[config.mk]
export PLATFORM = sky130hd
export DESIGN_NAME = vsb_bank
export DESIGN_NICKNAME = d
export VERILOG_FILES = /design/src/rtl/vsb_pkg.sv /design/src/rtl/vsb_dec.sv /design/src/rtl/vsb_win.sv /design/src/rtl/vsb_sync.sv /design/src/rtl/vsb_bank.sv
export SDC_FILE = /design/constraint.sdc
export NUM_CORES = 2
export LEC_CHECK = 0
export ABC_AREA = 1
export BUFFER_PORTS_ARGS = -buffer_cell sky130_fd_sc_hd__buf_2
export CORE_AREA = 2 2 284 286
export CTS_CLUSTER_SIZE = 30
export DETAILED_ROUTE_END_ITERATION = 10
export DIE_AREA = 0 0 286 288
export PLACE_DENSITY_LB_ADDON = 0.25
export REMOVE_ABC_BUFFERS = 1
export SYNTH_ARGS = -nofsm -noshare
export SYNTH_HDL_FRONTEND = slang
export SYNTH_HIERARCHICAL = 1
export SYNTH_SLANG_ARGS = --single-unit
[constraint.sdc]
create_clock -name clk_i -period 2.6 [get_ports clk_i]
set_input_delay 0.13 -clock clk_i [delete_from_list [all_inputs] [get_ports clk_i]]
set_output_delay 0.13 -clock clk_i [all_outputs]
set_load 0.01 [all_outputs]
[src/rtl/vsb_pkg.sv]
package vsb_pkg;
  localparam int unsigned NREG     = 8;
  localparam int unsigned REG_BITS = 3;

  typedef enum logic [REG_BITS-1:0] {
    REG_BASE   = 3'd0,
    REG_SIZE   = 3'd1,
    REG_OFS    = 3'd2,
    REG_TL     = 3'd3,
    REG_BR     = 3'd4,
    REG_ALPHA0 = 3'd5,
    REG_ALPHA1 = 3'd6,
    REG_CTRL   = 3'd7
  } win_reg_e;

  localparam int unsigned CTRL_EN_BIT = 0;
  localparam int unsigned GLB_UPD_BIT = 0;
  localparam int unsigned GLB_RST_BIT = 1;
endpackage

[src/rtl/vsb_dec.sv]
module vsb_dec
  import vsb_pkg::*;
#(
  parameter int unsigned NUM_WIN  = 2,
  parameter int unsigned WIN_BITS = 1,
  parameter int unsigned ADDR_W   = 5
) (
  input  logic                wr_en_i,
  input  logic [ADDR_W-1:0]   wr_addr_i,
  input  logic [1:0]          glb_bits_i,
  output logic [NUM_WIN-1:0]  win_we_o,
  output logic [REG_BITS-1:0] reg_idx_o,
  output logic                upd_set_o,
  output logic                swrst_o,
  output logic                prot_we_o
);
  logic                is_glb;
  logic [WIN_BITS-1:0] win_sel;

  always_comb begin
    is_glb    = wr_addr_i[ADDR_W-1];
    win_sel   = wr_addr_i[REG_BITS +: WIN_BITS];
    reg_idx_o = wr_addr_i[REG_BITS-1:0];
    for (int w = 0; w < NUM_WIN; w++)
      win_we_o[w] = wr_en_i && !is_glb && (win_sel == WIN_BITS'(w));
    upd_set_o = wr_en_i && is_glb && !wr_addr_i[0] && glb_bits_i[GLB_UPD_BIT];
    swrst_o   = wr_en_i && is_glb && !wr_addr_i[0] && glb_bits_i[GLB_RST_BIT];
    prot_we_o = wr_en_i && is_glb &&  wr_addr_i[0];
  end
endmodule

[src/rtl/vsb_win.sv]
module vsb_win
  import vsb_pkg::*;
#(
  parameter int unsigned DW = 32
) (
  input  logic                clk_i,
  input  logic                rst_ni,
  input  logic                swrst_i,
  input  logic                we_i,
  input  logic [REG_BITS-1:0] idx_i,
  input  logic [DW-1:0]       data_i,
  input  logic                xfer_i,
  output logic [NREG*DW-1:0]  shadow_o,
  output logic [NREG*DW-1:0]  active_o
);
  logic [DW-1:0] sh_q  [NREG];
  logic [DW-1:0] act_q [NREG];

  always_ff @(posedge clk_i or negedge rst_ni) begin
    if (!rst_ni) begin
      for (int r = 0; r < NREG; r++) begin
        sh_q[r]  <= '0;
        act_q[r] <= '0;
      end
    end else if (swrst_i) begin
      for (int r = 0; r < NREG; r++) begin
        sh_q[r]  <= '0;
        act_q[r] <= '0;
      end
    end else begin
      // active takes the pre-write shadow when both happen together
      if (xfer_i)
        for (int r = 0; r < NREG; r++) act_q[r] <= sh_q[r];
      if (we_i) sh_q[idx_i] <= data_i;
    end
  end

  for (genvar r = 0; r < NREG; r++) begin : g_flat
    assign shadow_o[r*DW +: DW] = sh_q[r];
    assign active_o[r*DW +: DW] = act_q[r];
  end
endmodule

[src/rtl/vsb_sync.sv]
module vsb_sync #(
  parameter int unsigned NUM_WIN = 2
) (
  input  logic               clk_i,
  input  logic               rst_ni,
  input  logic               swrst_i,
  input  logic               upd_set_i,
  input  logic               prot_we_i,
  input  logic [NUM_WIN-1:0] prot_data_i,
  input  logic               vsync_i,
  output logic [NUM_WIN-1:0] prot_o,
  output logic [NUM_WIN-1:0] pend_o,
  output logic [NUM_WIN-1:0] xfer_o
);
  logic [NUM_WIN-1:0] prot_q, pend_q;

  assign xfer_o = {NUM_WIN{vsync_i}} & pend_q & ~prot_q;
  assign prot_o = prot_q;
  assign pend_o = pend_q;

  always_ff @(posedge clk_i or negedge rst_ni) begin
    if (!rst_ni) begin
      prot_q <= '0;
      pend_q <= '0;
    end else if (swrst_i) begin
      prot_q <= '0;
      pend_q <= '0;
    end else begin
      if (prot_we_i) prot_q <= prot_data_i;
      // a fresh request survives a coincident vsync
      pend_q <= (pend_q & ~xfer_o) | {NUM_WIN{upd_set_i}};
    end
  end
endmodule

[src/rtl/vsb_bank.sv]
module vsb_bank
  import vsb_pkg::*;
#(
  parameter  int unsigned NUM_WIN  = 2,
  parameter  int unsigned DW       = 32,
  localparam int unsigned WIN_BITS = (NUM_WIN > 1) ? $clog2(NUM_WIN) : 1,
  localparam int unsigned ADDR_W   = 1 + WIN_BITS + REG_BITS
) (
  input  logic                       clk_i,
  input  logic                       rst_ni,
  input  logic                       wr_en_i,
  input  logic [ADDR_W-1:0]          wr_addr_i,
  input  logic [DW-1:0]              wr_data_i,
  input  logic [ADDR_W-1:0]          rd_addr_i,
  output logic [DW-1:0]              rd_data_o,
  input  logic                       vsync_i,
  output logic [NUM_WIN*NREG*DW-1:0] act_cfg_o,
  output logic [NUM_WIN-1:0]         win_en_o
);
  logic [NUM_WIN-1:0]         win_we, prot_q, pend_q, xfer;
  logic [REG_BITS-1:0]        reg_idx;
  logic                       upd_set, swrst, prot_we;
  logic [NUM_WIN*NREG*DW-1:0] sh_all;

  vsb_dec #(.NUM_WIN(NUM_WIN), .WIN_BITS(WIN_BITS), .ADDR_W(ADDR_W)) u_dec (
    .wr_en_i    (wr_en_i),
    .wr_addr_i  (wr_addr_i),
    .glb_bits_i (wr_data_i[1:0]),
    .win_we_o   (win_we),
    .reg_idx_o  (reg_idx),
    .upd_set_o  (upd_set),
    .swrst_o    (swrst),
    .prot_we_o  (prot_we)
  );

  vsb_sync #(.NUM_WIN(NUM_WIN)) u_sync (
    .clk_i       (clk_i),
    .rst_ni      (rst_ni),
    .swrst_i     (swrst),
    .upd_set_i   (upd_set),
    .prot_we_i   (prot_we),
    .prot_data_i (wr_data_i[NUM_WIN-1:0]),
    .vsync_i     (vsync_i),
    .prot_o      (prot_q),
    .pend_o      (pend_q),
    .xfer_o      (xfer)
  );

  for (genvar w = 0; w < NUM_WIN; w++) begin : g_win
    vsb_win #(.DW(DW)) u_win (
      .clk_i    (clk_i),
      .rst_ni   (rst_ni),
      .swrst_i  (swrst),
      .we_i     (win_we[w]),
      .idx_i    (reg_idx),
      .data_i   (wr_data_i),
      .xfer_i   (xfer[w]),
      .shadow_o (sh_all[w*NREG*DW +: NREG*DW]),
      .active_o (act_cfg_o[w*NREG*DW +: NREG*DW])
    );
    assign win_en_o[w] = act_cfg_o[(w*NREG + int'(REG_CTRL))*DW + CTRL_EN_BIT];
  end

  always_comb begin
    rd_data_o = '0;
    if (rd_addr_i[ADDR_W-1]) begin
      if (rd_addr_i[0]) rd_data_o[NUM_WIN-1:0] = prot_q;
      else              rd_data_o[GLB_UPD_BIT] = |pend_q;
    end else begin
      for (int w = 0; w < NUM_WIN; w++)
        for (int r = 0; r < NREG; r++)
          if (rd_addr_i[ADDR_W-2:0] == (ADDR_W-1)'(w*NREG + r))
            rd_data_o = sh_all[(w*NREG + r)*DW +: DW];
    end
  end
endmodule

==> summary.txt <==
Outcome: complete, but fails checks
Failing checks: setup timing
Total power: 44.5 mW
Switch Pwr: 13.8 mW
Most common cell in the netlist: nand2_1
# rows: 104
Post-Route WL: 169000 um
Unrepaired setup endpoints after global routing: true
Final net count: 6965
Clock power share: 0.355
Number of synthesized flops with an enable pin: 0
Hold Fails Final Rpt: 0
Reg power frac: 0.456
Commonest cells in the netlist: nand2_1, dfrtp_1, inv_1
Port bufs: 591
Fin. max-slew vios: 0
Sw Ratio: 0.309
Total GRT Usage: 0.407
Post-place setup slack: 0.185 ns
Vias per inst: 5.66
Worst-case clock buffer depth: 3
Number of global-route vias before repair: 44.3k
Min-delay worst type: in -> async
Die Wd: 286 um
Worst reg2reg startpoint: u_sync/pend_o[1]
Final design utilization: 0.704
Antenna Nets Post-Route: 0
Worst Path Max Fanout: 2
Largest net degree at the start of global routing: 257
Main synth FF type: dfrtp_1
MaxCap Viol Count: 0
Startpoint class of the critical path: flip-flop
DRT iter0 DRCs: 5460
Worst vdd ir: 0.000579 V
CTS clock-pin slew for the worst setup and hold paths: 0.06 ns
CTS tree: done
Setup violators final: 2
Clock sink count: 1028
Final WS setup: -0.0306 ns
Synth area leaders: dfrtp_1, nand2_1, inv_1
Yosys top cell by area: dfrtp_1
Die height: 288 um
Asr flop ratio synth: 1.00
Placed Instances: 7825
Combinational power share: 0.189
Avg Cell Area, Syn: 7.40 sq um
Req. time, crit path: 2.47 ns
CP Launch Point: g_win[0].u_win/shadow_o[142]
Pint: 30.8 mW
Clock latency on the worst-skew pair: 0.69 ns
F_max: 380 MHz
First-pass GRT wire length: 256000 um
Initial antenna violation count: 7
Share of cells above drive strength 1: 0.148
Detailed placement HPWL: 114000 um
Number of buffers created by CTS: 105
Die Area: 0.0824 sq mm
Kind of end point of the critical path: output port
Placed Area: 0.0519 sq mm
Leak: 32.4 nW
Vias: 45.6k
Period Utilization, post-route: 1.01
Initial Util: 0.594
Clock Skew: 0.0264 ns
Mapped Cells: 6394
Layout Area Growth over Synthesis: 18.5%
WS Path Type: reg -> out
Area share of the largest cell type after synthesis: 0.544
Clk Tree Root Cell: clkbuf_16
# DRC: 0
1st-pass router iterations: 8
Final std cells w/o fill: 8071
Post-synthesis sequential area ratio: 0.544
Worst relative slew slack: 0.218
Cell area after synthesis: 0.0473 sq mm
Post-synthesis cell type count: 23
Worst Max-Slew Pin Slew: 1.17 ns
GPL Wtd Cong: 0.971
Synth Warn #: 6
Total congestion overflow: 0
Avg WL per Cell: 20.9 um
Pwr dens: 794 mW/mm^2
IO Pins: 592
Flops & latches, synth: 1028
Shortest period the worst path allows: 2.63 ns
Final design instance area without fill: 0.0561 sq mm
H-tree levels: 3
Core area: 0.0796 sq mm
Data arrival, critical path: 2.50 ns
## sequential cells by signal, indices dropped and copies added, names as in the netlist
register	cells
u_sync/pend_o	2
g_win.u_win/active_o	512
g_win.u_win/shadow_o	512
u_sync/prot_o	2
## critical path, stage by stage (launching register included)
cell and delay, ns:
dfrtp_1 0.40, or2_2 0.31, nand2_2 0.07, nand4_1 0.26
nor2_1 0.17, nand4_1 0.11, nor2_1 0.12, nand3_1 0.09
nand2_1 0.07, inv_1 0.06, buf_2 0.14
## placed cells by master (no fill, tap or decap), types with 19 or more instances in the layout
cell type,Yosys,final
clkinv_2,0,19
nor2_2,8,19
buf_4,7,111
nor2_4,3,29
nand4_1,80,80
buf_2,146,590
o21ai_0,207,205
nand3_1,478,474
clkbuf_16,0,107
a21oi_1,38,37
buf_12,0,43
nand2_1,2851,2838
nor2_1,625,588
clkbuf_8,0,29
dfrtp_1,1028,1028
or2_2,23,23
inv_1,649,644
dlygate4sd3_1,0,41
## layer usage
metal | share of wire | wire (um) | vias up | track usage
met1 | 0.36 | 60800 | 21765 | 0.516
li1 | - | - | 20393 | -
met2 | 0.46 | 76900 | 2822 | 0.632
met4 | 0.075 | 12700 | 6 | 0.272
met5 | 0.00020 | 33 | - | 0
met3 | 0.11 | 18400 | 658 | 0.0894
## layout make-up
type / instances / area (sq um)
clock buffer: 152 / 3140
fill: 6668 / 23600
inverter: 664 / 2500
sequential: 1028 / 25700
timing repair buffer: 786 / 5070
tap: 1060 / 1330
antenna: 8 / 20.0
clock inverter: 39 / 483
multi-input combinational: 4334 / 17800
## per-stage QoR
stage | TNS (ns) | hold slack [ns]
2_1_floorplan | - | -0.166
3_3_place_gp | 0 | 0.134
3_5_place_dp | 0 | 0.136
4_1_cts | 0 | 0.0242
5_1_grt | -0.633 | 0.0483
6_report | -0.0352 | 0.0168
## power by group through the flow
stage / sequential [mW] / combinational, mW / clock (mW)
after global routing: 20.5 / 9.35 / 16.6
after CTS: 20.2 / 8.37 / 15.9
after floorplan: 20.9 / 3.80 / 0
final: 20.3 / 8.42 / 15.8
after global placement: 20.4 / 8.03 / 0
after detailed placement: 20.4 / 8.23 / 0
## cell families (layout without fill, tap and decap cells)
| logic type | Yosys count | after routing | synth area share |
|---|---|---|---|
| compound gates | 257 | 257 | 0.0273 |
| flops | 1028 | 1028 | 0.544 |
| simple gates | 4077 | 4077 | 0.343 |
| other cells | 0 | 8 | 0 |
| buf+inv | 1032 | 1641 | 0.0863 |
## final timing paths
| kind | to | slack [ns] | cells after the start |
|---|---|---|---|
| max | rd_data_o[14] | -0.03 | 10 |
| min | g_win[0].u_win/active_o[161] | 0.02 | 2 |
| min reg2reg | g_win[1].u_win/active_o[7] | 0.46 | 2 |
| max in group asynchronous | g_win[1].u_win/shadow_o[32] | 1.51 | 3 |
| min in group clk_i | g_win[0].u_win/shadow_o[113] | 0.06 | 6 |
| max reg2reg | g_win[1].u_win/active_o[194] | 0.54 | 6 |
## repair_timing
action | 4_1_cts | 5_1_grt
buffers inserted | 0 | 6
resized for setup | 2 | 28
hold buffers | 41 | 0
setup endpoints to repair | 2 | 20
endpoints found under the hold margin | 597 | 0
cloned | 0 | 0
pin swaps | 0 | 18
(Power assumes the default switching activity.)
